**src/rtl/dand_pkg.sv**
```systemverilog
package dand_pkg;
  typedef enum logic [1:0] {ST_PASS, ST_RD, ST_WR} st_e;
  localparam logic [1:0] HTRANS_IDLE = 2'b00;
  localparam logic [1:0] HTRANS_NSEQ = 2'b10;
endpackage

```
**src/rtl/dand_decode.sv**
```systemverilog
module dand_decode #(
  parameter int unsigned ADDR_W = 32,
  parameter logic [ADDR_W-1:0] KEY_MASK = 32'hFC00_0000,
  parameter logic [ADDR_W-1:0] KEY_VAL  = 32'h4400_0000,
  parameter logic [ADDR_W-1:0] STRIP    = 32'hE00F_FFFF
) (
  input  logic [ADDR_W-1:0] addr_i,
  output logic              hit_o,
  output logic [ADDR_W-1:0] phys_o
);
  assign hit_o  = (addr_i & KEY_MASK) == KEY_VAL;
  assign phys_o = addr_i & STRIP;
endmodule

```
**src/rtl/dand_lane_merge.sv**
```systemverilog
module dand_lane_merge #(
  parameter int unsigned DATA_W = 32
) (
  input  logic [DATA_W-1:0]                rd_i,
  input  logic [DATA_W-1:0]                wd_i,
  input  logic [2:0]                       size_i,
  input  logic [$clog2(DATA_W/8)-1:0]      lo_i,
  output logic [DATA_W-1:0]                data_o
);
  localparam int unsigned LANES = DATA_W / 8;
  localparam int unsigned LIDX  = $clog2(LANES);

  logic [2:0] sz;
  assign sz = (size_i > 3'(LIDX)) ? 3'(LIDX) : size_i;

  for (genvar g = 0; g < LANES; g++) begin : g_lane
    logic sel;
    // lane belongs to the addressed container of 2**sz bytes
    assign sel = (LIDX'(g) >> sz) == (lo_i >> sz);
    assign data_o[8*g +: 8] = sel ? (rd_i[8*g +: 8] & wd_i[8*g +: 8]) : rd_i[8*g +: 8];
  end
endmodule

```
**src/rtl/dand_bridge.sv**
```systemverilog
module dand_bridge #(
  parameter int unsigned ADDR_W = 32,
  parameter int unsigned DATA_W = 32
) (
  input  logic              clk_i,
  input  logic              rst_ni,
  input  logic [ADDR_W-1:0] haddr_i,
  input  logic [1:0]        htrans_i,
  input  logic              hwrite_i,
  input  logic [2:0]        hsize_i,
  input  logic [DATA_W-1:0] hwdata_i,
  output logic [DATA_W-1:0] hrdata_o,
  output logic              hready_o,
  output logic              hresp_o,
  output logic [ADDR_W-1:0] s_haddr_o,
  output logic [1:0]        s_htrans_o,
  output logic              s_hwrite_o,
  output logic [2:0]        s_hsize_o,
  output logic [DATA_W-1:0] s_hwdata_o,
  input  logic [DATA_W-1:0] s_hrdata_i,
  input  logic              s_hready_i,
  input  logic              s_hresp_i
);
  import dand_pkg::*;
  localparam int unsigned LIDX = $clog2(DATA_W / 8);

  st_e               state_q, state_d;
  logic [ADDR_W-1:0] addr_q;
  logic [2:0]        size_q;
  logic [DATA_W-1:0] wdata_q;
  logic [DATA_W-1:0] merged;
  logic [ADDR_W-1:0] phys;
  logic              key_hit, dec_hit, own_addr;

  dand_decode #(.ADDR_W(ADDR_W)) u_decode (
    .addr_i (haddr_i),
    .hit_o  (key_hit),
    .phys_o (phys)
  );

  dand_lane_merge #(.DATA_W(DATA_W)) u_merge (
    .rd_i   (s_hrdata_i),
    .wd_i   (hwdata_i),
    .size_i (size_q),
    .lo_i   (addr_q[LIDX-1:0]),
    .data_o (merged)
  );

  assign dec_hit  = key_hit && hwrite_i && htrans_i[1];
  // during the read data phase the bridge owns the address channel unless aborting
  assign own_addr = (state_q == ST_RD) && !s_hresp_i;

  always_comb begin
    if (own_addr) begin
      s_haddr_o  = addr_q;
      s_htrans_o = HTRANS_NSEQ;
      s_hwrite_o = 1'b1;
      s_hsize_o  = size_q;
    end else begin
      s_haddr_o  = dec_hit ? phys : haddr_i;
      s_htrans_o = htrans_i;
      s_hwrite_o = dec_hit ? 1'b0 : hwrite_i;
      s_hsize_o  = hsize_i;
    end
  end

  assign s_hwdata_o = (state_q == ST_WR) ? wdata_q : hwdata_i;
  assign hready_o   = s_hready_i && !own_addr;
  assign hresp_o    = s_hresp_i;
  assign hrdata_o   = s_hrdata_i;

  always_comb begin
    state_d = state_q;
    if (own_addr && s_hready_i) state_d = ST_WR;
    else if (hready_o)          state_d = dec_hit ? ST_RD : ST_PASS;
  end

  always_ff @(posedge clk_i or negedge rst_ni) begin
    if (!rst_ni) begin
      state_q <= ST_PASS;
      addr_q  <= '0;
      size_q  <= '0;
      wdata_q <= '0;
    end else begin
      state_q <= state_d;
      if (hready_o && dec_hit) begin
        addr_q <= phys;
        size_q <= hsize_i;
      end
      if (own_addr && s_hready_i) wdata_q <= merged;
    end
  end
endmodule

```
**config.mk**
```make
export PLATFORM = sky130hd
export DESIGN_NAME = dand_bridge
export DESIGN_NICKNAME = d
export VERILOG_FILES = /design/src/rtl/dand_pkg.sv /design/src/rtl/dand_decode.sv /design/src/rtl/dand_lane_merge.sv /design/src/rtl/dand_bridge.sv
export SDC_FILE = /design/constraint.sdc
export NUM_CORES = 1
export LEC_CHECK = 0
export ABC_AREA = 1
export ABC_CLOCK_PERIOD_IN_PS = 2600
export BUFFER_PORTS_ARGS = -buffer_cell sky130_fd_sc_hd__buf_2
export CAP_MARGIN = 10
export CORE_UTILIZATION = 35
export DETAILED_ROUTE_END_ITERATION = 8
export HOLD_SLACK_MARGIN = 0.03
export PLACE_DENSITY_LB_ADDON = 0.08
export SLEW_MARGIN = 20
export SYNTH_ARGS = -nofsm -noshare
export SYNTH_HDL_FRONTEND = slang
export SYNTH_SLANG_ARGS = --single-unit
```
**constraint.sdc**
```tcl
create_clock -name clk_i -period 2.6 [get_ports clk_i]
set_input_delay 0.39 -clock clk_i [delete_from_list [all_inputs] [get_ports clk_i]]
set_output_delay 0.39 -clock clk_i [all_outputs]
set_load 0.05 [all_outputs]
```
# ---- Word level (Yosys, flattened, before mapping)
# Cells that the tools add are included.
dict set report word_totals {
  reg_bits 60
  input_bits 106
  out_inout_bits 104
  elab_cells 45
}
dict set report op_classes {
  order_cmp 1
  eq_ne 7
  n_shift 5
  n_mux 15
  bitwise_logic 4
  reduce_logical 9
}
# operator count
set op_table {}
lappend op_table {{$mux W32} 2}
lappend op_table {{$and A8 B8 Y8} 4}
lappend op_table {{$mux W8} 4}
lappend op_table {{$mux W29} 1}
lappend op_table {{$eq A2 B2 Y1} 4}
lappend op_table {{$eq A6 B5 Y1 const B} 1}
lappend op_table {{$logic_and A1 B1 Y1} 6}
lappend op_table {{$mux W2} 3}
lappend op_table {{$mux W3} 2}
lappend op_table {{$shr A1 B3 Y2 const A} 2}
lappend op_table {{$shr A2 B3 Y2 const A} 2}
lappend op_table {{$gt A3 B2 Y1 const B} 1}
lappend op_table {{$mux W1} 3}
lappend op_table {{$shr A2 B3 Y2} 1}
lappend op_table {{$eq A2 B1 Y1 const B} 1}
lappend op_table {{$eq A2 B2 Y1 const B} 1}
lappend op_table {{$logic_not A1 Y1} 2}
lappend op_table {{$reduce_bool A2 Y1} 1}

# ---- Logic depth before layout (Yosys ltp)
dict set report depth {
  depth_word 6
  depth_mapped 8
  ltp_nobuf 7
}

# ---- Cells and area by module
# A second synthesis with hierarchy kept.
dict set report unflattened {
  hier_cells 914
  area_unflattened_um2 5642.9
}
# mod instances cells_each area_per_inst_um2 seq_area_each_um2
set by_module_without_submodules {}
lappend by_module_without_submodules {dand_bridge 1 698 4594.4 1726.7}
lappend by_module_without_submodules {dand_lane_merge 1 176 775.7 0.0}
lappend by_module_without_submodules {dand_decode 1 40 272.8 0.0}

# ---- Worst setup path before layout
# OpenSTA, ideal clock, no wires.
dict set report synth_timing {
  path_kind {input to output}
  from {input htrans_i[1]}
  to {output s_haddr_o[26]}
  arrival_ns 1.850
  t_required_ns 2.210
  setup_slack_ns 0.360
  stages 6
  n_path_buf 1
  path_cell_list {nand2_1 > inv_1 > nand2_1 > nor2_4 > buf_2 > nor3_1}
}
dict set report synth_between {
  elab_chain_len 3
}
# element line_no
set synth_rtl {}
lappend synth_rtl {{from (decl)} dand_bridge.sv:8} ;# input logic [1:0] htrans_i,
lappend synth_rtl {{$logic_and A1 B1 Y1} dand_bridge.sv:49} ;# assign dec_hit = key_hit && hwrite_i && htrans_i[1];
lappend synth_rtl {{$mux W29} dand_bridge.sv:60} ;# s_haddr_o = dec_hit ? phys : haddr_i;
lappend synth_rtl {{$mux W32} dand_bridge.sv:54} ;# if (own_addr) begin
lappend synth_rtl {{to (decl)} dand_bridge.sv:15} ;# output logic [ADDR_W-1:0] s_haddr_o,
# No other way between the ends.

# ---- Worst setup path after layout
dict set report layout_timing {
  from {register state_q[1]}
  to {output s_hsize_o[2]}
}
dict set report layout_between {
  elab_chain_len 3
}
# element line_no
set layout_rtl {}
lappend layout_rtl {{from (decl)} dand_bridge.sv:27} ;# st_e state_q, state_d;
lappend layout_rtl {{from (signal assigned)} dand_bridge.sv:85} ;# state_q <= state_d;
lappend layout_rtl {{$eq A2 B1 Y1} dand_bridge.sv:51} ;# assign own_addr = (state_q == ST_RD) && !s_hresp_i;
lappend layout_rtl {{$logic_and A1 B1 Y1} dand_bridge.sv:51}
lappend layout_rtl {{$mux W3} dand_bridge.sv:54}
lappend layout_rtl {{to (decl)} dand_bridge.sv:18} ;# output logic [2:0] s_hsize_o,
# No other way between the ends.

==> impl_metrics.json <==
{
  "multi_input_area_mm2": 0.00169,
  "drt_iter0_drc": 178,
  "crit_type": "flop to output port",
  "slew_violations": 0,
  "worstSetupStartpointType": "flop",
  "fmax_mhz": 441,
  "tightest_slew_ps": 711,
  "core_area_mm2": 0.0108,
  "layout_commonest_cell": "nand2_1",
  "power_leakage_nw": 3.32,
  "fin_skew_ps": 5.83,
  "layout.cells.non_filler": 925,
  "max-vdd-ir-drop_mv": 0.266,
  "synth_seq_cells": 60,
  "wl_um": 10200,
  "antenna_found_initial": 1,
  "grt_max_degree": 66,
  "final-seq-area_mm2": 0.00150,
  "seq_area_frac_synth_pct": 38.4,
  "nets": 886,
  "fp.dieArea_mm2": 0.0116,
  "cts_tree": "built",
  "route.detailed.drc": 0,
  "clk_latency_ps": 340,
  "final_antenna_net_count": 0,
  "route.vias.total": 4076,
  "status": "complete, no violations",
  "cts_buffers": 9,
  "relSlewSlack_pct": 52.6,
  "dp_cells": 909,
  "die_w_um": 108,
  "cp-end-kind": "output port",
  "die_h_um": 108,
  "firstDrtPassIters": 6,
  "p_per_area_mw_per_mm2": 530,
  "yosysWarnings": 0,
  "root_buffer": "clkbuf_8",
  "diodes": 0,
  "grt_pass1_wl_um": 16200,
  "cts_buffer_depth": 2,
  "drive_gt1_share_pct": 31.0,
  "netlist_instances": 613,
  "grtUsageTotal_pct": 17.8,
  "syn_nets": 719,
  "cp_max_fo": 23,
  "finalHoldViolCount": 0,
  "period_needed_ps": 2270,
  "place.gp.congestion": 0.772,
  "cts_resized": 0,
  "numPortBuffers": 209,
  "syn_to_final_growth_pct": 29.0,
  "cts_sinks": 60,
  "n_fill_cell": 1171,
  "worstHoldPathType": "input port to asynchronous set/reset pin",
  "setup_viol": 0,
  "postCtsSetupBuffers": 0,
  "maxCapViolations": 0,
  "overflow": 0,
  "worst-endpoint-required_ps": 2210,
  "clk_pin_slew_ps": 60,
  "layout_common_cells": "nand2_1 (245), buf_2 (209), inv_1 (81), nor2_1 (76), dfrtp_1 (60)",
  "wl_per_cell_um": 11.1,
  "htreeDepth": 3,
  "power_mw": 2.67,
  "ys_types": 20,
  "io_pins": 210,
  "postCtsHoldBufs": 0,
  "synth.avg_cell_area_um2": 6.37,
  "cp.arrival_ps": 1880,
  "finalSetupTns_ps": 0,
  "synth.cell_area_mm2": 0.00390,
  "initial_core_util_pct": 36.0,
  "rsz0062_at_grt": "false",
  "fin_crit_sh_pct": 87.3,
  "num_rows": 38,
  "grt_pass1_vias": 3440,
  "hpwl_um": 7600,
  "via_per_inst": 4.41
}
[power by group]
group          total [mW]  leakage [nW]  switching, mW  internal [mW]
logic               0.690          2.39          0.507          0.183
clock network       0.973         0.122          0.358          0.615
registers            1.01         0.811         0.0269          0.980
[cell usage after synthesis]
master,instances,area share [%]
buf_4,37,7.1
nand3_2,2,0.51
nand3_1,39,5.0
nand4_1,1,0.16
nand2_2,1,0.16
o21ai_2,2,0.45
or2_2,1,0.16
nor2_1,76,7.3
clkbuf_1,3,0.29
nor2_4,2,0.58
inv_1,81,7.8
o21ai_0,7,0.90
nand2_1,245,24
inv_2,2,0.19
nor3_1,1,0.13
a21oi_1,32,4.1
buf_2,18,2.3
dfrtp_1,60,38
buf_6,2,0.58
nand2_4,1,0.29
[critical path, cell delays in order (launching register included)]
cell	delay, ps
dfrtp_1	400
inv_2	80
nand3_2	70
inv_1	500
nand2_1	140
nand2_1	90
buf_2	260
[state kept, by name (all words and copies together) (netlist names)]
signal	count
wdata_q	32
addr_q	23
size_q	3
state_q	2
[metal layers]
metal  vias to the layer above  GRT usage [%]  routed length, um
met5                         -              0                 10
met4                         2           5.58                104
met3                        10           3.81                618
met2                       132           28.8               4740
met1                      1805           23.5               4760
li1                       2127              -                  -
[worst paths after layout]
path                       cells after the start      endpoint  slack (ps)  startpoint
setup reg to reg                               8     addr_q[9]         880  state_q[0]
hold reg to reg                                2    addr_q[30]         460  addr_q[30]
max in group asynchronous                      2   wdata_q[30]        1880      rst_ni
setup / recovery                               6  s_hsize_o[2]         330  state_q[1]
hold / removal                                 1   wdata_q[24]         100      rst_ni
min in group clk_i                             2    state_q[1]         290  s_hready_i
[cell type report]
type                    count  share of cell area (%)
clock buffers              12                    3.28
inverters                  83                    6.18
clock inverters             4                    1.39
well taps                 140                    3.48
repair buffers            216                    22.3
flip-flops and latches     60                    29.8
multi-input cells         410                    33.6
[through the flow]
step	setup slack, ps	hold slack, ps	utilization (%)	area, um2
2_1_floorplan	360	94.4	-	3910
3_3_place_gp	600	456	44.3	4800
3_5_place_dp	557	458	44.3	4800
4_1_cts	316	122	46.5	5040
5_1_grt	129	148	46.5	5040
6_report	330	97.5	46.5	5040
[cells by family (layout without fill, tap and decap cells)]
group	Yosys count	in the layout	share of synthesized area, %
flops	60	60	38.4
buf+inv	143	315	18.3
simple gates	369	369	37.8
compound gates	41	41	5.45
Power figures use the tool's default switching activity.
